===== src/rtl/mdio_rf_pkg.sv =====
package mdio_rf_pkg;
  typedef enum logic [2:0] {
    FS_PRE, FS_START, FS_OP, FS_ADDR, FS_TURN, FS_DATA
  } frame_st_e;

  localparam logic [1:0] OP_RD = 2'b10;
  localparam logic [1:0] OP_WR = 2'b01;
endpackage


===== src/rtl/mdio_edge_sync.sv =====
module mdio_edge_sync #(
  parameter int STAGES = 2
) (
  input  logic clk,
  input  logic rst_n,
  input  logic mdc,
  input  logic mdio_i,
  output logic mdio_s,
  output logic mdc_rise,
  output logic mdc_fall
);
  logic [STAGES-1:0] mdc_q;
  logic [STAGES-1:0] dat_q;
  logic              mdc_last;

  always_ff @(posedge clk or negedge rst_n) begin
    if (!rst_n) begin
      mdc_q    <= '0;
      dat_q    <= '0;
      mdc_last <= 1'b0;
    end else begin
      mdc_q    <= {mdc_q[STAGES-2:0], mdc};
      dat_q    <= {dat_q[STAGES-2:0], mdio_i};
      mdc_last <= mdc_q[STAGES-1];
    end
  end

  // data passes the same number of stages as the clock, so they stay aligned
  assign mdio_s   = dat_q[STAGES-1];
  assign mdc_rise = mdc_q[STAGES-1] & ~mdc_last;
  assign mdc_fall = ~mdc_q[STAGES-1] & mdc_last;
endmodule


===== src/rtl/mdio_frame.sv =====
module mdio_frame
  import mdio_rf_pkg::*;
#(
  parameter int AW      = 10,
  parameter int DW      = 16,
  parameter int PRE_LEN = 32
) (
  input  logic          clk,
  input  logic          rst_n,
  input  logic          rise,
  input  logic          fall,
  input  logic          bit_i,
  input  logic [DW-1:0] rd_data,
  output logic          rd_req,
  output logic          wr_en,
  output logic [AW-1:0] addr,
  output logic [DW-1:0] wr_data,
  output logic          mdio_o,
  output logic          mdio_oe
);
  localparam int CW = $clog2(PRE_LEN + 1);
  localparam logic [CW-1:0] PRE_MAX  = CW'(PRE_LEN);
  localparam logic [CW-1:0] ADDR_END = CW'(AW - 1);
  localparam logic [CW-1:0] DATA_END = CW'(DW - 1);

  frame_st_e     st;
  logic [CW-1:0] cnt;
  logic          op_hi;
  logic          is_rd;
  logic [DW-1:0] tx_sh;

  always_ff @(posedge clk or negedge rst_n) begin
    if (!rst_n) begin
      st      <= FS_PRE;
      cnt     <= '0;
      op_hi   <= 1'b0;
      is_rd   <= 1'b0;
      addr    <= '0;
      wr_data <= '0;
      rd_req  <= 1'b0;
      wr_en   <= 1'b0;
    end else begin
      rd_req <= 1'b0;
      wr_en  <= 1'b0;
      if (rise) begin
        case (st)
          FS_PRE: begin
            if (bit_i) begin
              if (cnt != PRE_MAX) cnt <= cnt + 1'b1;
            end else if (cnt == PRE_MAX) begin
              st  <= FS_START;
              cnt <= '0;
            end else begin
              cnt <= '0;
            end
          end
          FS_START: begin
            st  <= bit_i ? FS_OP : FS_PRE;
            cnt <= '0;
          end
          FS_OP: begin
            if (cnt == '0) begin
              op_hi <= bit_i;
              cnt   <= 1;
            end else begin
              cnt <= '0;
              if ({op_hi, bit_i} == OP_RD) begin
                is_rd <= 1'b1;
                st    <= FS_ADDR;
              end else if ({op_hi, bit_i} == OP_WR) begin
                is_rd <= 1'b0;
                st    <= FS_ADDR;
              end else begin
                st <= FS_PRE;
              end
            end
          end
          FS_ADDR: begin
            addr <= {addr[AW-2:0], bit_i};
            if (cnt == ADDR_END) begin
              st     <= FS_TURN;
              cnt    <= '0;
              rd_req <= is_rd;
            end else begin
              cnt <= cnt + 1'b1;
            end
          end
          FS_TURN: begin
            if (cnt == '0) cnt <= 1;
            else begin
              st  <= FS_DATA;
              cnt <= '0;
            end
          end
          default: begin
            wr_data <= {wr_data[DW-2:0], bit_i};
            if (cnt == DATA_END) begin
              st    <= FS_PRE;
              cnt   <= '0;
              wr_en <= ~is_rd;
            end else begin
              cnt <= cnt + 1'b1;
            end
          end
        endcase
      end
    end
  end

  // output side: changes only on a falling MDC edge
  always_ff @(posedge clk or negedge rst_n) begin
    if (!rst_n) begin
      tx_sh   <= '0;
      mdio_o  <= 1'b0;
      mdio_oe <= 1'b0;
    end else begin
      if (rd_req) tx_sh <= rd_data;
      if (fall) begin
        if (is_rd && st == FS_TURN && cnt != '0) begin
          mdio_oe <= 1'b1;
          mdio_o  <= 1'b0;
        end else if (is_rd && st == FS_DATA) begin
          mdio_oe <= 1'b1;
          mdio_o  <= tx_sh[DW-1];
          tx_sh   <= {tx_sh[DW-2:0], 1'b0};
        end else begin
          mdio_oe <= 1'b0;
          mdio_o  <= 1'b0;
        end
      end
    end
  end
endmodule


===== src/rtl/mdio_rf_regs.sv =====
module mdio_rf_regs #(
  parameter int              AW        = 10,
  parameter int              DW        = 16,
  parameter int              RST_CYC   = 16,
  parameter logic [DW-1:0]   ID_PROD_LO = 16'h3A51,
  parameter logic [DW-1:0]   ID_PROD_HI = 16'h0007,
  parameter logic [DW-1:0]   ID_VER_LO  = 16'h0210,
  parameter logic [DW-1:0]   ID_VER_HI  = 16'h0019,
  parameter logic [DW-1:0]   NV_BOARD   = 16'h0103,
  parameter logic [DW-1:0]   NV_SOC     = 16'h0302,
  parameter logic [2*DW-1:0] NV_SERIAL  = 32'h0004_D2E1
) (
  input  logic            clk,
  input  logic            rst_n,
  input  logic            rd_req,
  input  logic            wr_en,
  input  logic [AW-1:0]   addr,
  input  logic [DW-1:0]   wr_data,
  input  logic [2*DW-1:0] strap_mode,
  input  logic [DW-1:0]   dip_sw,
  output logic [DW-1:0]   rd_data,
  output logic [2*DW-1:0] mode_cfg,
  output logic [DW-1:0]   power_cfg,
  output logic [2*DW-1:0] peri_cfg,
  output logic [DW-1:0]   led_cfg,
  output logic            board_rst
);
  localparam logic [AW-1:0] A_MODE_LO = AW'('h004);
  localparam logic [AW-1:0] A_MODE_HI = AW'('h005);
  localparam logic [AW-1:0] A_RST     = AW'('h00A);
  localparam logic [AW-1:0] A_PWR     = AW'('h00B);
  localparam logic [AW-1:0] A_PERI_LO = AW'('h00C);
  localparam logic [AW-1:0] A_PERI_HI = AW'('h00D);
  localparam logic [AW-1:0] A_LED     = AW'('h00E);
  localparam logic [AW-1:0] NV_BASE   = AW'('h300);
  localparam int            TW        = $clog2(RST_CYC + 1);

  logic [DW-1:0] rst_reg;
  logic [DW-1:0] nv_q;
  logic [TW-1:0] rst_cnt;
  logic          nv_sel;

  assign nv_sel = (addr[AW-1:2] == NV_BASE[AW-1:2]);

  function automatic logic [DW-1:0] nv_word(input logic [1:0] idx);
    case (idx)
      2'd0:    return NV_BOARD;
      2'd1:    return NV_SOC;
      2'd2:    return NV_SERIAL[DW-1:0];
      default: return NV_SERIAL[2*DW-1:DW];
    endcase
  endfunction

  always_comb begin
    rd_data = '1;
    if (nv_sel) rd_data = nv_q;
    else begin
      case (addr)
        AW'('h000): rd_data = ID_PROD_LO;
        AW'('h001): rd_data = ID_PROD_HI;
        AW'('h002): rd_data = ID_VER_LO;
        AW'('h003): rd_data = ID_VER_HI;
        A_MODE_LO:  rd_data = mode_cfg[DW-1:0];
        A_MODE_HI:  rd_data = mode_cfg[2*DW-1:DW];
        AW'('h006): rd_data = strap_mode[DW-1:0];
        AW'('h007): rd_data = strap_mode[2*DW-1:DW];
        AW'('h008): rd_data = dip_sw;
        A_RST:      rd_data = rst_reg;
        A_PWR:      rd_data = power_cfg;
        A_PERI_LO:  rd_data = peri_cfg[DW-1:0];
        A_PERI_HI:  rd_data = peri_cfg[2*DW-1:DW];
        A_LED:      rd_data = led_cfg;
        default:    rd_data = '1;
      endcase
    end
  end

  always_ff @(posedge clk or negedge rst_n) begin
    if (!rst_n) begin
      mode_cfg  <= '0;
      power_cfg <= '0;
      peri_cfg  <= '0;
      led_cfg   <= '0;
      rst_reg   <= '0;
      rst_cnt   <= '0;
      nv_q      <= '0;
    end else begin
      // slow area: hand back the previous fetch, start the next one
      if (rd_req && nv_sel) nv_q <= nv_word(addr[1:0]);
      if (rst_cnt != '0) begin
        rst_cnt <= rst_cnt - 1'b1;
        if (rst_cnt == TW'(1)) rst_reg <= '0;
      end
      if (wr_en) begin
        case (addr)
          A_MODE_LO: mode_cfg[DW-1:0]    <= wr_data;
          A_MODE_HI: mode_cfg[2*DW-1:DW] <= wr_data;
          A_PWR:     power_cfg           <= wr_data;
          A_PERI_LO: peri_cfg[DW-1:0]    <= wr_data;
          A_PERI_HI: peri_cfg[2*DW-1:DW] <= wr_data;
          A_LED:     led_cfg             <= wr_data;
          A_RST: begin
            rst_reg <= wr_data;
            if (wr_data == DW'(1)) rst_cnt <= TW'(RST_CYC);
          end
          default: ;
        endcase
      end
    end
  end

  assign board_rst = (rst_cnt != '0);
endmodule


===== src/rtl/mdio_regfile.sv =====
module mdio_regfile #(
  parameter int AW          = 10,
  parameter int DW          = 16,
  parameter int PRE_LEN     = 32,
  parameter int SYNC_STAGES = 2,
  parameter int RST_CYC     = 16
) (
  input  logic            clk,
  input  logic            rst_n,
  input  logic            mdc,
  input  logic            mdio_i,
  output logic            mdio_o,
  output logic            mdio_oe,
  input  logic [2*DW-1:0] strap_mode,
  input  logic [DW-1:0]   dip_sw,
  output logic [2*DW-1:0] mode_cfg,
  output logic [DW-1:0]   power_cfg,
  output logic [2*DW-1:0] peri_cfg,
  output logic [DW-1:0]   led_cfg,
  output logic            board_rst
);
  logic          mdio_s, mdc_rise, mdc_fall;
  logic          rd_req, wr_en;
  logic [AW-1:0] addr;
  logic [DW-1:0] wr_data, rd_data;

  mdio_edge_sync #(.STAGES(SYNC_STAGES)) u_sync (
    .clk(clk), .rst_n(rst_n), .mdc(mdc), .mdio_i(mdio_i),
    .mdio_s(mdio_s), .mdc_rise(mdc_rise), .mdc_fall(mdc_fall)
  );

  mdio_frame #(.AW(AW), .DW(DW), .PRE_LEN(PRE_LEN)) u_frame (
    .clk(clk), .rst_n(rst_n), .rise(mdc_rise), .fall(mdc_fall),
    .bit_i(mdio_s), .rd_data(rd_data), .rd_req(rd_req), .wr_en(wr_en),
    .addr(addr), .wr_data(wr_data), .mdio_o(mdio_o), .mdio_oe(mdio_oe)
  );

  mdio_rf_regs #(.AW(AW), .DW(DW), .RST_CYC(RST_CYC)) u_regs (
    .clk(clk), .rst_n(rst_n), .rd_req(rd_req), .wr_en(wr_en),
    .addr(addr), .wr_data(wr_data), .strap_mode(strap_mode),
    .dip_sw(dip_sw), .rd_data(rd_data), .mode_cfg(mode_cfg),
    .power_cfg(power_cfg), .peri_cfg(peri_cfg), .led_cfg(led_cfg),
    .board_rst(board_rst)
  );
endmodule


===== config.mk =====
export PLATFORM = sky130hd
export DESIGN_NAME = mdio_regfile
export DESIGN_NICKNAME = d
export VERILOG_FILES = /design/src/rtl/mdio_rf_pkg.sv /design/src/rtl/mdio_edge_sync.sv /design/src/rtl/mdio_frame.sv /design/src/rtl/mdio_rf_regs.sv /design/src/rtl/mdio_regfile.sv
export SDC_FILE = /design/constraint.sdc
export NUM_CORES = 1
export LEC_CHECK = 0
export ABC_AREA = 1
export BUFFER_PORTS_ARGS = -buffer_cell sky130_fd_sc_hd__buf_2
export CELL_PAD_IN_SITES_DETAIL_PLACEMENT = 2
export CELL_PAD_IN_SITES_GLOBAL_PLACEMENT = 2
export CORE_ASPECT_RATIO = 0.5
export CORE_MARGIN = 1.5
export CORE_UTILIZATION = 30
export CTS_CLUSTER_DIAMETER = 40
export DETAILED_ROUTE_END_ITERATION = 10
export HOLD_SLACK_MARGIN = 0.06
export PLACE_DENSITY = 0.74
export SETUP_SLACK_MARGIN = 0.15
export SLEW_MARGIN = 10
export SYNTH_ARGS = -nofsm -noshare
export SYNTH_HDL_FRONTEND = slang
export SYNTH_SLANG_ARGS = --single-unit

===== constraint.sdc =====
create_clock -name clk -period 2.3 [get_ports clk]
set_clock_uncertainty 0.15 [all_clocks]
set_input_delay 0.46 -clock clk [delete_from_list [all_inputs] [get_ports clk]]
set_output_delay 0.46 -clock clk [all_outputs]
set_load 0.005 [all_outputs]

After elaboration in Yosys (flattened, before gate mapping) --
Cells that the tools add are included.
Storage, ports and cells: flip-flop bits (word level) 195, bits in latches 0, memory bits (writable) 0, memory bits (read-only) 0, memories kept 0
Cells by class: add/subtract/negate cells 2, $mul 0, div/mod/pow operators 0, magnitude comparators 0, equal/unequal tests 35, shift-type cells 0, multiplexer cells 43, bitwise logic cells 7, reduce and logical (&&, ||, !) cells 26
Operators with widths (count):
- case mux 16 bit (14 select lines) | 1
- 2-to-1 mux 16 bit | 9
- == test 10 x 4 -> 1 bit, second input constant | 6
- case mux 16 bit (3 select lines) | 1
- == test 10 x 3 -> 1 bit, second input constant | 4
- 2-to-1 mux 6 bit | 4
- case mux 6 bit (4 select lines) | 1
- 2-to-1 mux 3 bit | 7
- == test 10 x 2 -> 1 bit, second input constant | 2
- 2-to-1 mux 5 bit | 4
- AND reduction 2 bit | 9
- == test 16 x 1 -> 1 bit, second input constant | 1
- case mux 3 bit (5 select lines) | 1
- 2-to-1 mux 1 bit | 13
- == test 6 x 4 -> 1 bit, second input constant | 2
- nonzero test 6 bit | 2
- == test 10 x 1 -> 1 bit, second input constant | 1
- zero test 10 bit | 1
- == test 8 bit, second input constant | 1
- AND reduction 7 bit | 1
- adder 6 x 1 -> 6 bit, second input constant | 1
- == test 3 x 2 -> 1 bit, second input constant | 2
- == test 3 bit, second input constant | 2
- == test 6 bit, second input constant | 1
- 22 further kinds | 36

Depth between registers and ports, before layout --
Gate-level depths: netlist (run 1).
depth in word-level cells 7, mapped depth 13, mapped depth without buffers 12

Cells and area by module --
Synthesis (run 1) repeated with hierarchy kept, for this count alone.
Second synthesis, totals: cell total of the unflattened synthesis 1193, area, all modules 9515.4 µm²
By module, submodules not included:
- mdio_rf_regs | times used 1, cells an instance 909, area each 6645.1 µm², seq. area each 3052.9 µm²
- mdio_frame | times used 1, cells an instance 275, area each 2730.1 µm², seq. area each 1426.4 µm²
- mdio_edge_sync | times used 1, cells an instance 9, area each 140.1 µm², seq. area each 125.1 µm²

Least setup slack after synthesis (run 1) --
Ideal clock, no wire load.
path kind register to register, from register u_frame.addr[0], to register u_frame.tx_sh[11], setup time 0.073 ns, data arrival time 1.783 ns, data required time 2.077 ns, setup slack 0.294 ns, stages on the path, launching flop included 13, cell sequence dfrtp_1 inv_1 ha_1 nand2_1 inv_1 nand2_1 a21oi_1 nor2_1 nand3_2 buf_6 nand3_1 nand2_1 a21oi_2
On the way: word-level cells in the longest chain between the ends 7, elaborated cells between the ends (all ways) 20, those cells by class eq/ne (13); mux (6); reduce/logical (1)
Ends and longest elaborated chain:
- from (decl) | line mdio_frame.sv:16 | output logic [AW-1:0] addr,
- from (signal assigned) | line mdio_frame.sv:79 | addr <= {addr[AW-2:0], bit_i};
- == test 10 x 4 -> 1 bit, or another cell as far along | line mdio_rf_regs.sv:58 | case (addr)
- case mux 16 bit (14 select lines) * | line mdio_rf_regs.sv:58
- 2-to-1 mux 16 bit * | line mdio_rf_regs.sv:56 | if (nv_sel) rd_data = nv_q;
- 2-to-1 mux 16 bit * | line mdio_frame.sv:117 | if (rd_req) tx_sh <= rd_data;
- 2-to-1 mux 16 bit | line mdio_frame.sv:122 | end else if (is_rd && st == FS_DATA) begin
- 2-to-1 mux 16 bit | line mdio_frame.sv:119 | if (is_rd && st == FS_TURN && cnt != '0) begin
- 2-to-1 mux 16 bit * | line mdio_frame.sv:118 | if (fall) begin
- to (signal assigned) | line mdio_frame.sv:117
- to (signal assigned) | line mdio_frame.sv:125 | tx_sh <= {tx_sh[DW-2:0], 1'b0};
- to (decl) | line mdio_frame.sv:30 | logic [DW-1:0] tx_sh;
Every way passes the cells marked *; elsewhere a longest branch is shown, timed or not. A chain may end at the register's enable or synchronous reset.

Worst setup path in the final report (run 1) --
from register u_frame.addr[0], to register u_frame.tx_sh[6]
The elaborated chain is that of the path after synthesis.

==> out/metrics.cfg, run 1 <==
[run_status]
status = finished, final reports clean

[critical_path]
slowest_delay_ns = 0.42
criticalPathCategory = reg2reg
cp_max_fo = 7
crit_chain = inv_2, ha_4, nand2_2, nor2_4, buf_12, buf_12, nand3_1, nand2_1, inv_1, nand2_2, nor2_1, nand3_1, nand2_1, a21oi_2
cp_slowest_cell = dfrtp_1
cp-start-kind = register
cp.required_ns = 2.53
arrival_ns = 2.49
end_kind = register

[power]
p_per_area_nw_per_um2 = 545.0
clockPowerShare_pct = 49.7
power_mw = 6.932
p_switching_mw = 1.574
vdd_drop_max_mv = 0.5211
power.leakage_nw = 6.317
comb_power_share_pct = 3.3
swShare_pct = 22.70
intPower_mw = 5.358
seqPwrFrac_pct = 47.0

[grt]
grt_pass1_wl_um = 62660
met2_usage_pct = 43.64
antenna_found_initial = 3
grt_max_degree = 54
track_usage_pct = 26.14
grt-busiest-layer = met2
gr-total-overflow = 0
gr-usage-met1_pct = 36.00
grt_use_met3_pct = 3.242
grt_pass1_vias = 10380

[place]
dpl.hpwl_um = 29580
gp_congestion = 0.8564
io_buffers = 150

[logic_synthesis]
syn_inst = 1173
syn_area_um2 = 9179
synth-seq-cells = 184
syn_avg_cell_area_um2 = 7.825
yosysWarnings = 0
yosysUniqueCellTypes = 38
seq_area_frac_synth_pct = 50.16
syn_nets = 1237

[flow_run]
maxCapViolations = 0

[floorplanning]
fp.coreArea_um2 = 30240
fp.dieH_um = 126.7
rows = 45
die_w_um = 250.4
die-area_um2 = 31720
num_io_pins = 151
start_util_pct = 30.36

[timing]
holdWs_ns = 0.2040
worstMarginPinSlew_ns = 0.7683
finalCritPeriodShare_pct = 98.41
slew_viol_final = 0
fmax_mhz = 441.8
relSlewSlack_pct = 48.73
hold_viol = 0
rsz0062_at_grt = true
setup_viol = 0
setup_tns_ns = 0
period_needed_ns = 2.263

[clock_network]
htreeDepth = 4
clock-sinks = 184
clk_pin_slew_ns = 0.07
clockRootBuffer = clkbuf_16
cts_buffers = 17
cts_max_path_buffers = 2
clk_latency_ns = 0.46
cts_tree = done

[finish]
syn_to_final_growth_pct = 38.58
top_regs = u_regs.mode_cfg (32), u_regs.peri_cfg (32)
drive_gt1_share_pct = 30.21
nets = 1481

[drt]
viasPerCell = 5.367
via_count = 9822
drc = 0
firstDrtPassIters = 5
drtIter0Drc = 710
wl_um = 44500
antenna_left = 0
wl_per_cell_um = 24.32

[worst_hold_path]
hold_path_class = reg2reg

## timing repair
item,4_1_cts,5_1_grt
pin swaps,16,28
setup buffers,13,26
gates resized for setup,61,110
setup endpoints to repair,94,61
hold buffers,3,0
gates cloned,3,4
hold endpoints to repair,37,0
## layout make-up
class	instances	area, um2
timing repair buffer	275	2087
fill	3345	17520
clock inverter	10	190.2
clock buffer	22	474.2
sequential	184	4608
tap	399	499.2
multi-input combinational	833	4434
antenna	1	2.502
inverter	106	424.2
## power by group through the flow
stage	clock network [mW]	registers (mW)	logic, mW
6_report	3.44	3.26	0.229
5_1_grt	3.60	3.26	0.255
4_1_cts	3.46	3.26	0.210
3_5_place_dp	0	3.32	0.204
3_3_place_gp	0	3.32	0.198
2_1_floorplan	0	3.32	0.0464
## layout by cell type (no fill, tap or decap), types with 3 or more instances in the layout
cell,netlist,layout
clkinvlp_4,0,4
a21oi_1,33,20
nor4_1,3,3
nand3_4,0,3
buf_12,0,16
ha_1,12,6
nand2_2,2,11
nor3_1,16,11
dfrtp_1,184,181
nor2_4,4,15
nand2_1,318,301
buf_4,7,81
buf_2,10,149
nand3_2,2,21
o21ai_1,8,13
inv_1,100,87
nand3_1,164,142
nor2_2,4,11
clkbuf_16,0,21
nor3_2,1,4
nor3_4,4,6
dfrtp_2,0,3
nand4_1,7,7
a21oi_2,3,16
nand2_4,2,9
bufinv_16,0,5
inv_2,4,13
buf_6,2,19
ha_4,0,5
nor2_1,87,69
clkbuf_8,1,4
dlygate4sd3_1,0,3
o21ai_0,152,145
## cells in the mapped netlist (all sizes together)
master	number	area [um2]
o2111ai	1	8.760
clkbuf	30	122.6
o21a	1	7.510
nor2	95	396.6
a21oi	36	191.4
xor2	2	17.52
a211oi	1	7.510
nor3	21	155.2
nand4	7	43.79
nor4	4	40.04
nand3	166	840.8
inv	105	396.6
clkinv	1	3.750
dfrtp	184	4604
a31oi	1	6.260
buf	21	132.6
ha	12	150.1
o21ai	161	809.5
o211ai	1	7.510
nand2	322	1229
a22oi	1	7.510
## cell families (layout without fill, tap and decap cells)
group,count (synthesis),in the layout,synth area share [%]
other,0,1,0
AND/OR/NAND/NOR,615,616,29.47
buffers and inverters,157,413,7.143
AO/OA/AOI/OAI,203,203,11.40
flip-flops,184,184,50.16
XOR/XNOR,2,2,0.1909
adder cells (fa/ha/maj),12,12,1.636
## metrics by stage
step	utilization [%]	worst slack, ns	instance area (um2)	instances
after detailed placement	36.04	-0.1101	10900	1748
after CTS	39.70	0.03756	12000	1799
after floorplan	-	0.2938	9179	1173
after global placement	36.04	-0.02081	10900	1748
after global routing	42.06	-0.03396	12720	1829
final	42.07	0.03668	12720	1830
## worst paths after layout
kind / slack, ns / endpoint / cells after the start / from
hold / removal: 0.20 / u_sync.dat_q[1]$_DFF_PN0_ / 0 / u_sync.dat_q[0]$_DFF_PN0_
setup reg to reg: 0.04 / u_frame.tx_sh[6]$_DFF_PN0_ / 14 / u_frame.addr[0]$_DFFE_PN0P_
hold reg to reg: 0.20 / u_sync.dat_q[1]$_DFF_PN0_ / 0 / u_sync.dat_q[0]$_DFF_PN0_
max in group asynchronous: 0.93 / u_frame.addr[3]$_DFFE_PN0P_ / 3 / rst_n
setup / recovery: 0.04 / u_frame.tx_sh[6]$_DFF_PN0_ / 14 / u_frame.addr[0]$_DFFE_PN0P_
min in group asynchronous: 0.37 / u_regs.peri_cfg[31]$_DFFE_PN0P_ / 2 / rst_n
## critical path, delay by kind of cell (launching register included)
kind | cells | cell delay, ns
AOI/OAI and AO/OA | 1 | 0.17
adders and majority gates | 1 | 0.16
buffers and inverters | 4 | 0.50
DFF | 1 | 0.42
and+or+nand+nor | 8 | 0.79
## per-layer routing
layer | vias up | wire [um]
li1 | 4325 | -
met1 | 5146 | 19790
met4 | 0 | 1099
met2 | 285 | 21550
met3 | 66 | 2062
met5 | - | 0
No activity file was read; power rests on OpenSTA's default activity.
==> inputs of run 2 (changes only) <==
==> constraint.sdc (replaced) <==
create_clock -name clk -period 2.32 [get_ports clk]
set_clock_uncertainty 0.15 [all_clocks]
set_input_delay 0.464 -clock clk [delete_from_list [all_inputs] [get_ports clk]]
set_output_delay 0.464 -clock clk [all_outputs]
set_load 0.005 [all_outputs]
==> out/metrics.cfg, run 2 (synthesis results as in run 1) <==
[run_status]
status = finished with violations
violations = negative setup slack

[grt]
grt_pass1_wl_um = 64900
grt-busiest-layer = met2
met2_usage_pct = 44.84
gr-total-overflow = 0
gr-usage-met1_pct = 37.45
track_usage_pct = 27.44
grt_pass1_vias = 10390
grt_max_degree = 59
grt_use_met3_pct = 4.822
antenna_found_initial = 0

[finish]
syn_to_final_growth_pct = 40.13
postLayoutCoreUtil_pct = 42.54
stdcell_count = 1836
fillers = 3336
top_regs = u_regs.mode_cfg (32), u_regs.peri_cfg (32)
final_cell_mix = 294 x nand2_1, 182 x dfrtp_1, 149 x buf_2
final_common_cell = nand2_1
drive_gt1_share_pct = 31.41
final_area_um2 = 12860
nets = 1487

[critical_path]
rrSetupSlack_ns = -0.08
path_buf_inv = 2
cp_top_family = simple AND/OR/NAND/NOR gates
arrival_ns = 2.64
cp_slowest_cell = dfrtp_1
slowest_delay_ns = 0.44
end_kind = register
crit_chain = buf_6, ha_4, nand2_2, inv_4, nand3_1, nand2_1, nor2_4, nand3_4, nand3_1, nand2_1, a21oi_2
cp.required_ns = 2.56
criticalPathCategory = reg2reg
cp.depth = 11
cp_max_fo = 9
worstRegToRegCells = 11
cp-start-kind = register

[place]
gp_congestion = 0.8773
dpl.hpwl_um = 29990
dp_cells = 1740
dpl_cell_area_um2 = 10800
io_buffers = 150
dp_slack_ns = -0.2138

[floorplanning]
die_w_um = 250.4
fp.coreArea_um2 = 30240
start_util_pct = 30.36
die-area_um2 = 31720
rows = 45
fp.dieH_um = 126.7
num_io_pins = 151

[power]
power.leakage_nw = 6.452
seqPwrFrac_pct = 47.3
intPower_mw = 5.259
comb_power_share_pct = 3.0
clockPowerShare_pct = 49.7
p_per_area_nw_per_um2 = 530.6
swShare_pct = 22.94
p_switching_mw = 1.565
vdd_drop_max_mv = 0.4467

[timing]
period_needed_ns = 2.401
fin_ws_ns = -0.08127
hold_viol = 0
setup_viol = 17
relSlewSlack_pct = 42.78
worstMarginPinSlew_ns = 0.8583
finalCritPeriodShare_pct = 103.5
slew_viol_final = 0
fmax_mhz = 416.4
holdWs_ns = 0.1931
rsz0062_at_grt = true

[clock_network]
cts_tree = done
cts_buffers = 17
cts_max_path_buffers = 2
clk_pin_slew_ns = 0.08
clockRootBuffer = clkbuf_16
clk_latency_ns = 0.46
htreeDepth = 4
clock-sinks = 184

[worst_hold_path]
hold_path_class = reg2reg
hold_depth = 0

[drt]
drc = 0
drtIter0Drc = 968
wl_um = 49270
firstDrtPassIters = 5
viasPerCell = 5.547
wl_per_cell_um = 26.84
antenna_left = 0
via_count = 10190

[flow_run]
maxCapViolations = 0

-- run 2: cell count changes in the layout (fill, tap and decap cells not counted), sizes merged --
cell / change
bufbuf: +1
clkinvlp: -2
clkinv: +4
buf: +2
nand2: -1
nand3: +1
nor2: +1
-- run 2: path summary, 6_finish.rpt --
kind,start,endpoint
max in group asynchronous,rst_n,u_regs.led_cfg[11]$_DFFE_PN0P_
min in group asynchronous,rst_n,u_regs.rst_reg[0]$_DFF_PN0_
worst min register to register,u_sync.mdc_q[0]$_DFF_PN0_,u_sync.mdc_q[1]$_DFF_PN0_
worst min-delay path,u_sync.mdc_q[0]$_DFF_PN0_,u_sync.mdc_q[1]$_DFF_PN0_
worst max register to register,u_frame.addr[1]$_DFFE_PN0P_,u_frame.tx_sh[2]$_DFF_PN0_
worst max-delay path,u_frame.addr[1]$_DFFE_PN0P_,u_frame.tx_sh[2]$_DFF_PN0_
-- run 2: routing by layer --
metal / wire [um] / vias up
li1: - / 4344
met1: 20950 / 5334
met2: 23920 / 392
met3: 2813 / 115
met4: 1587 / 0
met5: 0 / -
-- run 2: area by class of cell --
type                    instances  area [um2]  area share (%)
diodes                          1       2.502         0.01946
repair buffers                280        2231           17.34
well taps                     399       499.2           3.881
flip-flops and latches        184        4607           35.82
clock inverters                12       196.4           1.527
clock buffers                  20       456.7           3.551
inverters                     106       417.9           3.249
multi-input cells             834        4452           34.61
-- run 2: stage by stage --
stage          total power [mW]  setup TNS (ns)
6_report                  6.824         -0.8093
5_1_grt                   7.000          -1.354
4_1_cts                   6.825               0
3_5_place_dp              3.496          -2.982
3_3_place_gp              3.485         -0.1916
2_1_floorplan             3.338               0
-- run 2: what timing repair did --
action,4_1_cts,5_1_grt
hold endpoints to repair,40,0
pin swaps,26,42
setup buffers,24,23
hold buffers,3,0
resized for setup,80,110
setup endpoints to repair,85,106
cloned,4,9
-- run 2: power by group through the flow --
stage	clock network (mW)	registers [mW]	logic, mW
after floorplan	0	3.29	0.0460
after global placement	0	3.29	0.193
after CTS	3.39	3.23	0.208
final	3.39	3.23	0.204
after detailed placement	0	3.29	0.202
after global routing	3.54	3.23	0.228
